===== config.mk =====
export PLATFORM = sky130hd
export DESIGN_NAME = sfifo_rd_port
export DESIGN_NICKNAME = d
export VERILOG_FILES = /design/src/rtl/sfifo_rd_port.sv
export SDC_FILE = /design/constraint.sdc
export NUM_CORES = 1
export LEC_CHECK = 0
export ABC_AREA = 0
export BUFFER_PORTS_ARGS = -buffer_cell sky130_fd_sc_hd__buf_2
export CAP_MARGIN = 25
export CORE_ASPECT_RATIO = 0.6
export CORE_MARGIN = 4
export CORE_UTILIZATION = 60
export DETAILED_ROUTE_END_ITERATION = 12
export GPL_ROUTABILITY_DRIVEN = 0
export GPL_TIMING_DRIVEN = 0
export PLACE_DENSITY = 0.75
export SYNTH_ARGS = -nofsm -noshare
export SYNTH_HDL_FRONTEND = slang
export SYNTH_SLANG_ARGS = --single-unit

===== constraint.sdc =====
create_clock -name clk -period 2.68 [get_ports clk]
set_input_delay 0.536 -clock clk [delete_from_list [all_inputs] [get_ports clk]]
set_output_delay 0.536 -clock clk [all_outputs]
set_load 0.02 [all_outputs]

===== src/rtl/sfifo_rd_port.sv =====
module sfifo_rd_port #(
  parameter int DW        = 8,
  parameter int DEPTH     = 16,
  parameter int NF        = 2,
  parameter int MIN_ACT   = 3,
  parameter int MIN_INACT = 3,
  parameter int HOLD      = 2,
  localparam int SW       = (NF > 1) ? $clog2(NF) : 1
) (
  input  logic          clk,
  input  logic          rst_n,
  input  logic          push_valid,
  input  logic [SW-1:0] push_sel,
  input  logic [DW-1:0] push_data,
  input  logic          cs_n,
  input  logic          oe_n,
  input  logic          rd_n,
  input  logic [SW-1:0] fsel,
  output logic [DW-1:0] dq_o,
  output logic          dq_oe,
  output logic [NF-1:0] empty,
  output logic [NF-1:0] underflow,
  output logic          width_err,
  output logic          addr_err
);
  localparam int AW   = (DEPTH > 1) ? $clog2(DEPTH) : 1;
  localparam int CW   = $clog2(DEPTH + 1);
  localparam int MAXW = (MIN_ACT > MIN_INACT) ? MIN_ACT : MIN_INACT;
  localparam int TW   = $clog2(MAXW + 1) + 1;
  localparam int HW   = $clog2(HOLD + 1) + 1;

  logic [1:0] cs_m, oe_m, rd_m;
  logic [SW-1:0] fsel_m, fsel_s, fsel_q;
  logic rd_q;
  always_ff @(posedge clk or negedge rst_n) begin
    if (!rst_n) begin
      cs_m <= '0; oe_m <= '0; rd_m <= '0; rd_q <= 1'b0;
      fsel_m <= '0; fsel_s <= '0; fsel_q <= '0;
    end else begin
      cs_m <= {cs_m[0], ~cs_n};
      oe_m <= {oe_m[0], ~oe_n};
      rd_m <= {rd_m[0], ~rd_n};
      rd_q <= rd_m[1];
      fsel_m <= fsel;
      fsel_s <= fsel_m;
      fsel_q <= fsel_s;
    end
  end

  wire cs_s    = cs_m[1];
  wire oe_s    = oe_m[1];
  wire rd_s    = rd_m[1];
  wire rd_rise = rd_s & ~rd_q;
  wire rd_fall = ~rd_s & rd_q;

  logic [NF-1:0][DW-1:0] lat_all;
  logic [NF-1:0][CW-1:0] cnt_all;
  wire sel_empty = empty[fsel_s];
  wire start     = rd_rise & cs_s & ~sel_empty;
  wire uf_hit    = rd_rise & cs_s & sel_empty;

  logic act;
  logic [SW-1:0] act_sel;
  wire pop = rd_fall & act;
  always_ff @(posedge clk or negedge rst_n) begin
    if (!rst_n) begin
      act <= 1'b0; act_sel <= '0;
    end else if (start) begin
      act <= 1'b1; act_sel <= fsel_s;
    end else if (rd_fall) begin
      act <= 1'b0;
    end
  end

  for (genvar i = 0; i < NF; i++) begin : g_fifo
    logic [DW-1:0] mem [DEPTH];
    logic [AW-1:0] wp, rp;
    logic [CW-1:0] cnt;
    logic [DW-1:0] lat;
    wire wr = push_valid & (push_sel == SW'(i)) & (cnt < CW'(DEPTH));
    wire rd = pop & (act_sel == SW'(i));
    wire ld = start & (fsel_s == SW'(i));
    always_ff @(posedge clk) if (wr) mem[wp] <= push_data;
    always_ff @(posedge clk or negedge rst_n) begin
      if (!rst_n) begin
        wp <= '0; rp <= '0; cnt <= '0; lat <= '0;
      end else begin
        if (wr) wp <= (wp == AW'(DEPTH - 1)) ? '0 : wp + 1'b1;
        if (rd) rp <= (rp == AW'(DEPTH - 1)) ? '0 : rp + 1'b1;
        cnt <= cnt + CW'(wr) - CW'(rd);
        if (ld) lat <= mem[rp];
      end
    end
    assign lat_all[i] = lat;
    assign cnt_all[i] = cnt;
    assign empty[i]   = (cnt == '0);
  end

  logic [TW-1:0] hi_cnt, lo_cnt;
  logic seen;
  logic [HW-1:0] hold_cnt;
  wire sel_moved = (fsel_s != fsel_q) & (rd_s | rd_q | (hold_cnt != '0));
  wire short_hi  = rd_fall & (hi_cnt < TW'(MIN_ACT));
  wire short_lo  = rd_rise & seen & (lo_cnt < TW'(MIN_INACT));
  always_ff @(posedge clk or negedge rst_n) begin
    if (!rst_n) begin
      hi_cnt <= '0; lo_cnt <= '0; seen <= 1'b0; hold_cnt <= '0;
      width_err <= 1'b0; addr_err <= 1'b0; underflow <= '0;
    end else begin
      if (rd_rise) hi_cnt <= TW'(1);
      else if (rd_s && hi_cnt != '1) hi_cnt <= hi_cnt + 1'b1;
      if (rd_fall) lo_cnt <= TW'(1);
      else if (!rd_s && lo_cnt != '1) lo_cnt <= lo_cnt + 1'b1;
      if (rd_fall) seen <= 1'b1;
      if (rd_fall) hold_cnt <= HW'(HOLD);
      else if (hold_cnt != '0) hold_cnt <= hold_cnt - 1'b1;
      if (short_hi || short_lo) width_err <= 1'b1;
      if (sel_moved) addr_err <= 1'b1;
      if (uf_hit) underflow <= underflow | (NF'(1) << fsel_s);
    end
  end

  assign dq_o  = lat_all[fsel_s];
  assign dq_oe = oe_s;
endmodule



==> reports/metrics.csv, run 1 <==
metric;value;unit
status;complete, no violations;
r2r startpoint;g_fifo[0].rp[1];
GRT busiest layer;met1;
slowest CP cell;clkbuf_1;
top cells by area, synth;edfxtp_1 (58%), dfrtp_1 (13%), mux4_1 (5.9%);
Setup CP Type;reg2reg;
Synth Net Count;775;
Post-route DRC;0;
routed wire length;27740;um
clk_skew;0.01206;ns
register share of total power;0.434;
# Post-CTS Setup Buffers;0;
Clock Path Buffers;3;
post-synth top area share;0.5769;
CP endpoint kind;register;
routed vias/inst;6.337;
Clk pin slew, worst setup/hold paths;0.07;ns
die area;24740;sq um
Tot GR Track Use;0.2294;
post-synthesis simple-gate area fraction;0.04451;
largest family of logic cells by synthesized area;multiplexers;
Chip Width;200.4;um
prevailing post-synth register cell;edfxtp_1;
fin crit share;0.9444;
Root Driver;clkbuf_16;
Int Power;10.08;mW
sequential area share after synthesis;0.7046;
first-pass GRT wire length;42230;um
XOR/XNOR Fraction of Synth Area;0.009202;
vias in the first global route;7026;
power per cell area;971.2;nW/um^2
Core Region;21390;sq um
Post-synth EDFFs;256;
P_sw;4.265;mW
crit path to;g_fifo[0].lat[4];
GRT overflow;0;
R2R Path End;g_fifo[0].lat[4];
fin util;0.6906;
worst path required time;3.11;ns
post-synthesis adder-cell area fraction;0.02930;
ys async rst share;0.2099;
CP max FO;10;
reg2reg setup slack;0.15;ns
Fmax;395.1;MHz
met3 usage;0.05714;
Comb pwr share;0.285;
Num CTS Buffers;28;
min-delay worst type;in2async;
Final nets;837;
Layout area overhead;10.87;%
R2R depth;6;
leading area contributor after synthesis;edfxtp_1;
die span in y;123.4;um
Std-Cell Rows;41;
share of post-route cells with drive strength above 1;0.1909;
Synth Register Bits;324;
PortBufs;30;
largest net degree at the start of global routing;69;
Post-Syn Area per Cell;18.28;sq um
hold buffer count at cts;0;
initial core utilization;0.6229;
cell count after synthesis;729;
clock latency on the worst-skew pair;0.55;ns
DP HPWL;18400;um
DRT iter0 DRCs;649;
Slew Viols, Final;0;
H-tree Lvls;1;
Final ANT Viol Nets;0;
Sw Share;0.2973;
Rel. slew slack;0.3926;
Mapped Area;13330;sq um
maximum VDD drop;0.6141;mV
Max-Cap Viols;0;
final hold viol count;0;
Final Setup Violations;0;
fin crit period;2.531;ns
met1 Track Usage GR;0.3702;
CTS tree;yes;
Pre-Repair DR Iteration Count;5;
initial antenna violation count;0;
synth unique cells;46;
worst path arrival time;2.96;ns
IO Pins;31;
grt met2 use;0.3296;
mux share of post-synthesis cell area;0.1404;
worst stage delay on the critical path;0.47;ns
Vias;6914;
Critical Path Most Common Cell;buf_2;
crit-path cells;clkbuf_1 > buf_2 > buf_2 > mux2i_1 > a21oi_1 > a22o_1;
DR WL/cell;25.43;um
Syn. warnings;0;
TritonCTS Sinks;324;
Lkg Pwr;5.420;nW
Post-Route Setup TNS;0;ns
n_diodes;0;
CP startpoint kind;register;
Worst Setup SP;g_fifo[0].rp[1];
Worst Max-Slew Pin Slew;0.9077;ns
Clock power frac;0.281;
area fraction in compound gates after synthesis;0.04563;
## sequential cells by signal (all words and copies together) (netlist names), 3 cells and up
signal      cells
g_fifo.wp       8
hi_cnt          3
g_fifo.lat     16
g_fifo.cnt     10
g_fifo.mem    256
hold_cnt        3
g_fifo.rp       8
lo_cnt          3
## synthesized netlist by cell type, types with 3 or more instances
library cell	count
nand3_1	7
nor2_1	22
nor3_1	6
mux4_1	30
o21ai_0	12
mux2_2	13
a31oi_1	3
a22o_1	18
a21o_1	4
xor2_1	5
ha_1	28
a22oi_1	3
mux2i_1	17
a21oi_1	28
buf_2	15
xnor2_1	9
mux4_2	34
clkbuf_1	16
nand2b_1	5
edfxtp_1	256
inv_1	28
nand2_1	21
a211o_1	17
and2_1	17
nor2b_1	17
dfrtp_1	68
## logic make-up (layout without fill, tap and decap cells)
kind of cell,Yosys count,after routing
adders and majority gates,30,30
DFF,324,324
xor gates and xnor gates,14,14
AOI/OAI and AO/OA,89,89
buffers and inverters,68,151
and+or+nand+nor,110,110
muxes,94,94
## worst min path at each step
stage | startpoint | to | depth (start not counted)
2_1_floorplan | rst_n | act | 0
3_3_place_gp | rd_m[0] | rd_m[1] | 0
3_5_place_dp | cs_m[0] | cs_m[1] | 0
4_1_cts | fsel | fsel_m | 1
5_1_grt | fsel | fsel_m | 1
6_report | rst_n | g_fifo[1].cnt[3] | 1
## per-layer routing
layer | share of wire | up-vias
met5 | 0 | -
li1 | - | 2986
met1 | 0.46 | 3580
met3 | 0.097 | 32
met2 | 0.43 | 316
met4 | 0.014 | 0
## timing repair
action,4_1_cts,5_1_grt
setup endpoints to repair,2,2
cloned,0,0
endpoints found under the hold margin,0,0
gates resized for setup,3,6
## layout make-up
class	instances	area, sq um
repair buffers	34	182.7
inverters	29	108.9
plain buffers	37	241.5
clock inverters	16	161.4
multi-input cells	337	3593
flip-flops and latches	324	9390
clock buffers	35	747.0
fillers	1353	6618
well taps	279	349.1
## through the flow
| stage | instances | power (mW) | hold WS (ns) | setup slack (ns) | instance area (sq um) |
|---|---|---|---|---|---|
| 5_1_grt | 1091 | 15.00 | 0.08445 | -0.0009308 | 14770 |
| 6_report | 1091 | 14.35 | 0.1037 | 0.1490 | 14770 |
| 2_1_floorplan | 729 | 9.155 | 0.2404 | 0.2711 | 13330 |
| 3_5_place_dp | 1042 | 10.36 | 0.3379 | -0.2217 | 13860 |
| 4_1_cts | 1091 | 14.37 | 0.08155 | 0.09155 | 14760 |
| 3_3_place_gp | 1038 | 10.18 | 0.3400 | -0.3001 | 13820 |
## layout by cell type (no fill, tap or decap), drive strengths merged, types with 13 or more instances in the layout
master	netlist	final
a211o	17	17
nor2b	17	17
mux2i	17	17
a22o	18	18
clkbuf	16	49
ha	28	28
and2	17	17
edfxtp	256	256
nor2	22	22
mux2	13	13
dfrtp	68	68
buf	23	57
clkinv	0	13
mux4	64	64
a21oi	28	28
inv	29	29
nand2	21	21
## critical path: cells and delay by family, from the launching register on
| kind | cells | cell delay [ns] |
|---|---|---|
| buf+inv | 3 | 1.24 |
| flops | 1 | 0.36 |
| mux | 1 | 0.47 |
| compound gates | 2 | 0.34 |
## power groups by stage
stage,combinational [mW],clock (mW),sequential (mW)
after floorplan,2.93,0,6.23
after global placement,3.90,0,6.28
after detailed placement,4.05,0,6.32
after CTS,4.08,4.08,6.21
after global routing,4.43,4.30,6.27
final,4.10,4.03,6.22
(Power assumes the default switching activity.)
==> run 2: changes to the inputs <==
Settings changed: CORE_MARGIN 4 to 1, REMOVE_ABC_BUFFERS from default to 1.
==> reports/metrics.csv, run 2 (synthesis gave the netlist of run 1 again) <==
metric;value;unit
clock latency on the worst-skew pair;0.56;ns
most frequent cells in the layout;edfxtp_1 (256), dfrtp_1 (65), mux4_2 (34);
Rel. slew slack;0.3829;
routed vias/inst;6.315;
DP HPWL;16220;um
Power Total;14.65;mW
initial core utilization;0.6229;
DRT iter0 DRCs;572;
Std-Cell Rows;41;
CTS tree;yes;
PortBufs;30;
Final ANT Viol Nets;0;
status;complete, no violations;
Chip Width;194.4;um
slowest CP cell;dfrtp_1;
Setup CP Type;reg2reg;
RSZ-0062 raised after global routing;false;
placed cell areas;13730;sq um
Pre-Repair DR Iteration Count;6;
Final Setup Violations;0;
fin crit share;0.9485;
H-tree Lvls;1;
n_diodes;0;
Vias;6706;
first-pass GRT wire length;40500;um
initial antenna violation count;0;
worst path required time;3.15;ns
final instance area;14790;sq um
worst path arrival time;3.01;ns
IO Pins;31;
Worst Max-Slew Pin Slew;0.9222;ns
Root Driver;clkbuf_16;
vias in the first global route;6725;
power per cell area;990.6;nW/um^2
Slew Viols, Final;0;
Clock Path Buffers;3;
commonest non-fill, non-tap cell in the layout;edfxtp_1;
Post-route DRC;0;
CP max FO;17;
routed wire length;26250;um
min-delay worst type;in2async;
largest net degree at the start of global routing;69;
Layout area overhead;10.99;%
crit-path cells;and4b_1 > ha_1 > inv_1 > ha_1 > inv_1 > fa_1 > inv_1 > a21oi_1 > o21bai_1 > xnor2_1;
Fmax;393.4;MHz
die area;22830;sq um
final hold viol count;0;
clk_skew;0.02222;ns
Tot GR Track Use;0.2401;
Core Region;21390;sq um
Lkg Pwr;5.395;nW
Largest Register;g_fifo.mem;
# Post-CTS Setup Buffers;0;
die span in y;117.4;um
Num CTS Buffers;29;
Max-Cap Viols;0;
maximum VDD drop;0.6943;mV
Post-Route Setup TNS;0;ns
DR WL/cell;24.71;um
fin crit period;2.542;ns
Final nets;806;
worst stage delay on the critical path;0.58;ns
CP startpoint kind;register;
CP endpoint kind;register;
Critical Path Most Common Cell;inv_1;
max reg flops;256;
Clk pin slew, worst setup/hold paths;0.06;ns
TritonCTS Sinks;324;
fin util;0.6913;
GRT overflow;0;
share of post-route cells with drive strength above 1;0.1775;
Largest regs;g_fifo.mem: 256 flops, g_fifo.lat: 16 flops, g_fifo.cnt: 10 flops;
run 2: critical path: cells and delay by family (launching register included):
kind | cells | cell delay [ns]
and+or+nand+nor | 1 | 0.50
DFF | 1 | 0.58
AOI/OAI and AO/OA | 2 | 0.21
buffers and inverters | 3 | 0.17
adders and majority gates | 3 | 0.84
xor gates and xnor gates | 1 | 0.14
run 2: power breakdown:
part / switching [mW] / leakage (nW) / internal [mW]
clock network: 1.82 / 0.511 / 2.70
registers: 0.651 / 3.12 / 5.91
logic: 1.71 / 1.76 / 1.86
total: 4.18 / 5.39 / 10.5
run 2: final timing paths:
kind,cells after the start,start,slack (ns),end
worst max-delay path,10,rd_m[1],0.14,g_fifo[1].cnt[4]
max in group asynchronous,1,rst_n,1.93,g_fifo[0].rp[0]
worst min-delay path,1,rst_n,0.1,g_fifo[0].cnt[4]
worst max register to register,10,rd_m[1],0.14,g_fifo[1].cnt[4]
min in group clk,1,fsel,0.10,fsel_m
worst min register to register,0,fsel_m,0.36,fsel_s
run 2: final cells by class:
cell class                      count  area, sq um
Sequential cell                   324         9393
Clock inverter                     15        236.5
Clock buffer                       39        804.5
Timing Repair Buffer               39        295.3
Tap cell                          279        349.1
Fill cell                        1313         6603
Inverter                           29        108.9
Multi-Input combinational cell    337         3602
run 2: stage by stage:
stage	setup WS [ns]	hold slack [ns]	instances
after floorplan	0.006932	0.2404	690
after global placement	-0.7120	0.3350	999
after detailed placement	-0.3147	0.3373	1008
after CTS	0.07543	0.07547	1062
after global routing	0.004230	0.07264	1062
final	0.1379	0.09776	1062
run 2: metal layers:
metal / GRT usage / vias to the layer above / routed length, um
met3: 0.04861 / 35 / 2190
met2: 0.3473 / 277 / 11580
met5: 0 / - / 0
met1: 0.3849 / 3473 / 12100
li1: - / 2921 / -
met4: 0.04315 / 0 / 377
run 2: what timing repair did:
action | CTS | global route
hold buffers | 0 | 0
hold endpoints to repair | 0 | 0
cloned | 0 | 0
setup endpoints to repair | 4 | 2
resized for setup | 2 | 2
==> run 3: changes to the inputs <==
Settings changed: ABC_AREA 0 to 1.
==> reports/metrics.csv, run 3 <==
metric;value;unit
status;finished with violations;
failing checks;negative hold slack;
share of post-route cells with drive strength above 1;0.07290;
DRT iter0 DRCs;1232;
# Post-CTS Setup Buffers;0;
DR WL/cell;18.16;um
CP endpoint kind;register;
largest net degree at the start of global routing;69;
fin crit period;2.443;ns
CTS tree;yes;
Post-Route Setup TNS;0;ns
worst stage delay on the critical path;0.43;ns
fin crit share;0.9114;
CP max FO;7;
Mapped Area;14330;sq um
max reg flops;256;
Tot GR Track Use;0.2696;
worst path required time;3.10;ns
slowest CP cell;dfrtp_1;
Power Total;15.71;mW
routed vias/inst;5.458;
cell count after synthesis;1416;
maximum VDD drop;0.4612;mV
leading area contributor after synthesis;edfxtp_1;
n_diodes;0;
count leader, synth;nand2_1;
Final nets;1477;
sequential area share after synthesis;0.6552;
commonest non-fill, non-tap cell in the layout;nand2_1;
Post-route DRC;0;
IO Pins;31;
vias in the first global route;9139;
Rel. slew slack;0.3239;
CP Buf/Inv Count;5;
synth unique cells;32;
Finished Layout Cells;1769;
most frequent cells in the layout;nand2_1 (438), edfxtp_1 (256), inv_1 (235);
top cells by area, synth;edfxtp_1 (54%), dfrtp_1 (12%), nand2_1 (11%);
Lkg Pwr;7.044;nW
M1 WL;14290;um
Final WS setup;0.2374;ns
hold buffer count at cts;0;
metal3 WL;3599;um
Clock Path Buffers;3;
die span in y;121.7;um
H-tree Lvls;1;
PortBufs;30;
Layout area overhead;9.954;%
prevailing post-synth register cell;edfxtp_1;
fin util;0.6779;
fillcell total;1690;
placed cell areas;14720;sq um
Critical Path Most Common Cell;inv_2;
CP startpoint kind;register;
hold_ws;-0.007146;ns
RSZ-0062 raised after global routing;false;
initial antenna violation count;0;
Slew Viols, Final;0;
clock latency on the worst-skew pair;0.56;ns
GRT overflow;0;
Placed Cells;1715;
PostCTS Resize Cnt;0;
first-pass GRT wire length;50200;um
Pre-Repair DR Iteration Count;5;
crit-path cells;inv_2 > nand2_2 > inv_2 > nand3_2 > inv_2 > ha_1 > inv_1 > ha_1 > inv_1 > fa_1 > o21ai_0 > a21oi_1 > xor2_1;
Clk pin slew, worst setup/hold paths;0.06;ns
power per cell area;997.0;nW/um^2
Setup CP Type;reg2reg;
clk_skew;0.02327;ns
Worst Max-Slew Pin Slew;1.010;ns
DP HPWL;19600;um
TritonCTS Sinks;324;
pre-CTS setup slack;-0.01281;ns
Root Driver;clkbuf_16;
Final Setup Violations;0;
Largest regs;g_fifo.mem: 256 flops, g_fifo.lat: 16 flops, g_fifo.cnt: 10 flops;
Max-Cap Viols;0;
delay-heaviest family, CP;adder cells;
Vias;9656;
final instance area;15760;sq um
Fmax;409.4;MHz
Final ANT Viol Nets;0;
Core Region;23240;sq um
Syn. warnings;0;
Post-Syn Area per Cell;10.12;sq um
Top Layer Used;met4;
Std-Cell Rows;43;
Num CTS Buffers;29;
ys async rst share;0.2099;
routed wl met2;13900;um
min-delay worst type;in2async;
post-synth top area share;0.5365;
Largest Register;g_fifo.mem;
routed wire length;32120;um
die area;24530;sq um
worst path arrival time;2.87;ns
final hold viol count;2;
Post-synth EDFFs;256;
Synth Register Bits;324;
Chip Width;201.5;um
Post-synth top cells;nand2_1 (438), edfxtp_1 (256), inv_1 (235);
initial core utilization;0.6165;
==> run 3: worst paths after layout <==
path,startpoint,end,slack [ns],cells past startpoint
worst max-delay path,rd_m[1],g_fifo[1].cnt[4],0.24,13
worst min-delay path,rst_n,seen,-0.007,2
worst max register to register,rd_m[1],g_fifo[1].cnt[4],0.24,13
worst min register to register,oe_m[0],oe_m[1],0.35,0
max in group asynchronous,rst_n,g_fifo[1].rp[0],2.36,2
min in group clk,fsel,fsel_m,0.10,1
==> run 3: where the power goes <==
part | total (mW) | switching (mW) | internal, mW
Combinational | 4.70 | 3.22 | 1.48
Sequential | 6.50 | 0.572 | 5.93
Clock | 4.51 | 1.82 | 2.69
==> run 3: metal layers <==
layer / vias up / GRT usage
li1: 4578 / -
met4: 0 / 0.04451
met1: 4584 / 0.4124
met2: 465 / 0.3976
met3: 29 / 0.06688
met5: - / 0
==> run 3: area by class of cell <==
| class | count | area, sq um | area share |
|---|---|---|---|
| clock inverter | 19 | 275.3 | 0.01747 |
| tap | 315 | 394.1 | 0.02501 |
| timing repair buffer | 37 | 315.3 | 0.02001 |
| sequential | 324 | 9392 | 0.5960 |
| inverter | 249 | 938.4 | 0.05956 |
| multi-input combinational | 790 | 3684 | 0.2338 |
| clock buffer | 35 | 758.2 | 0.04812 |
==> run 3: kinds of logic (layout without fill, tap and decap cells) <==
family	Yosys count	count (layout)	synth area share
XOR/XNOR	13	13	0.007946
AO/OA/AOI/OAI	40	40	0.01545
adder cells (fa/ha/maj)	30	30	0.02724
flip-flops	324	324	0.6552
AND/OR/NAND/NOR	707	707	0.2064
buffers and inverters	302	340	0.08775
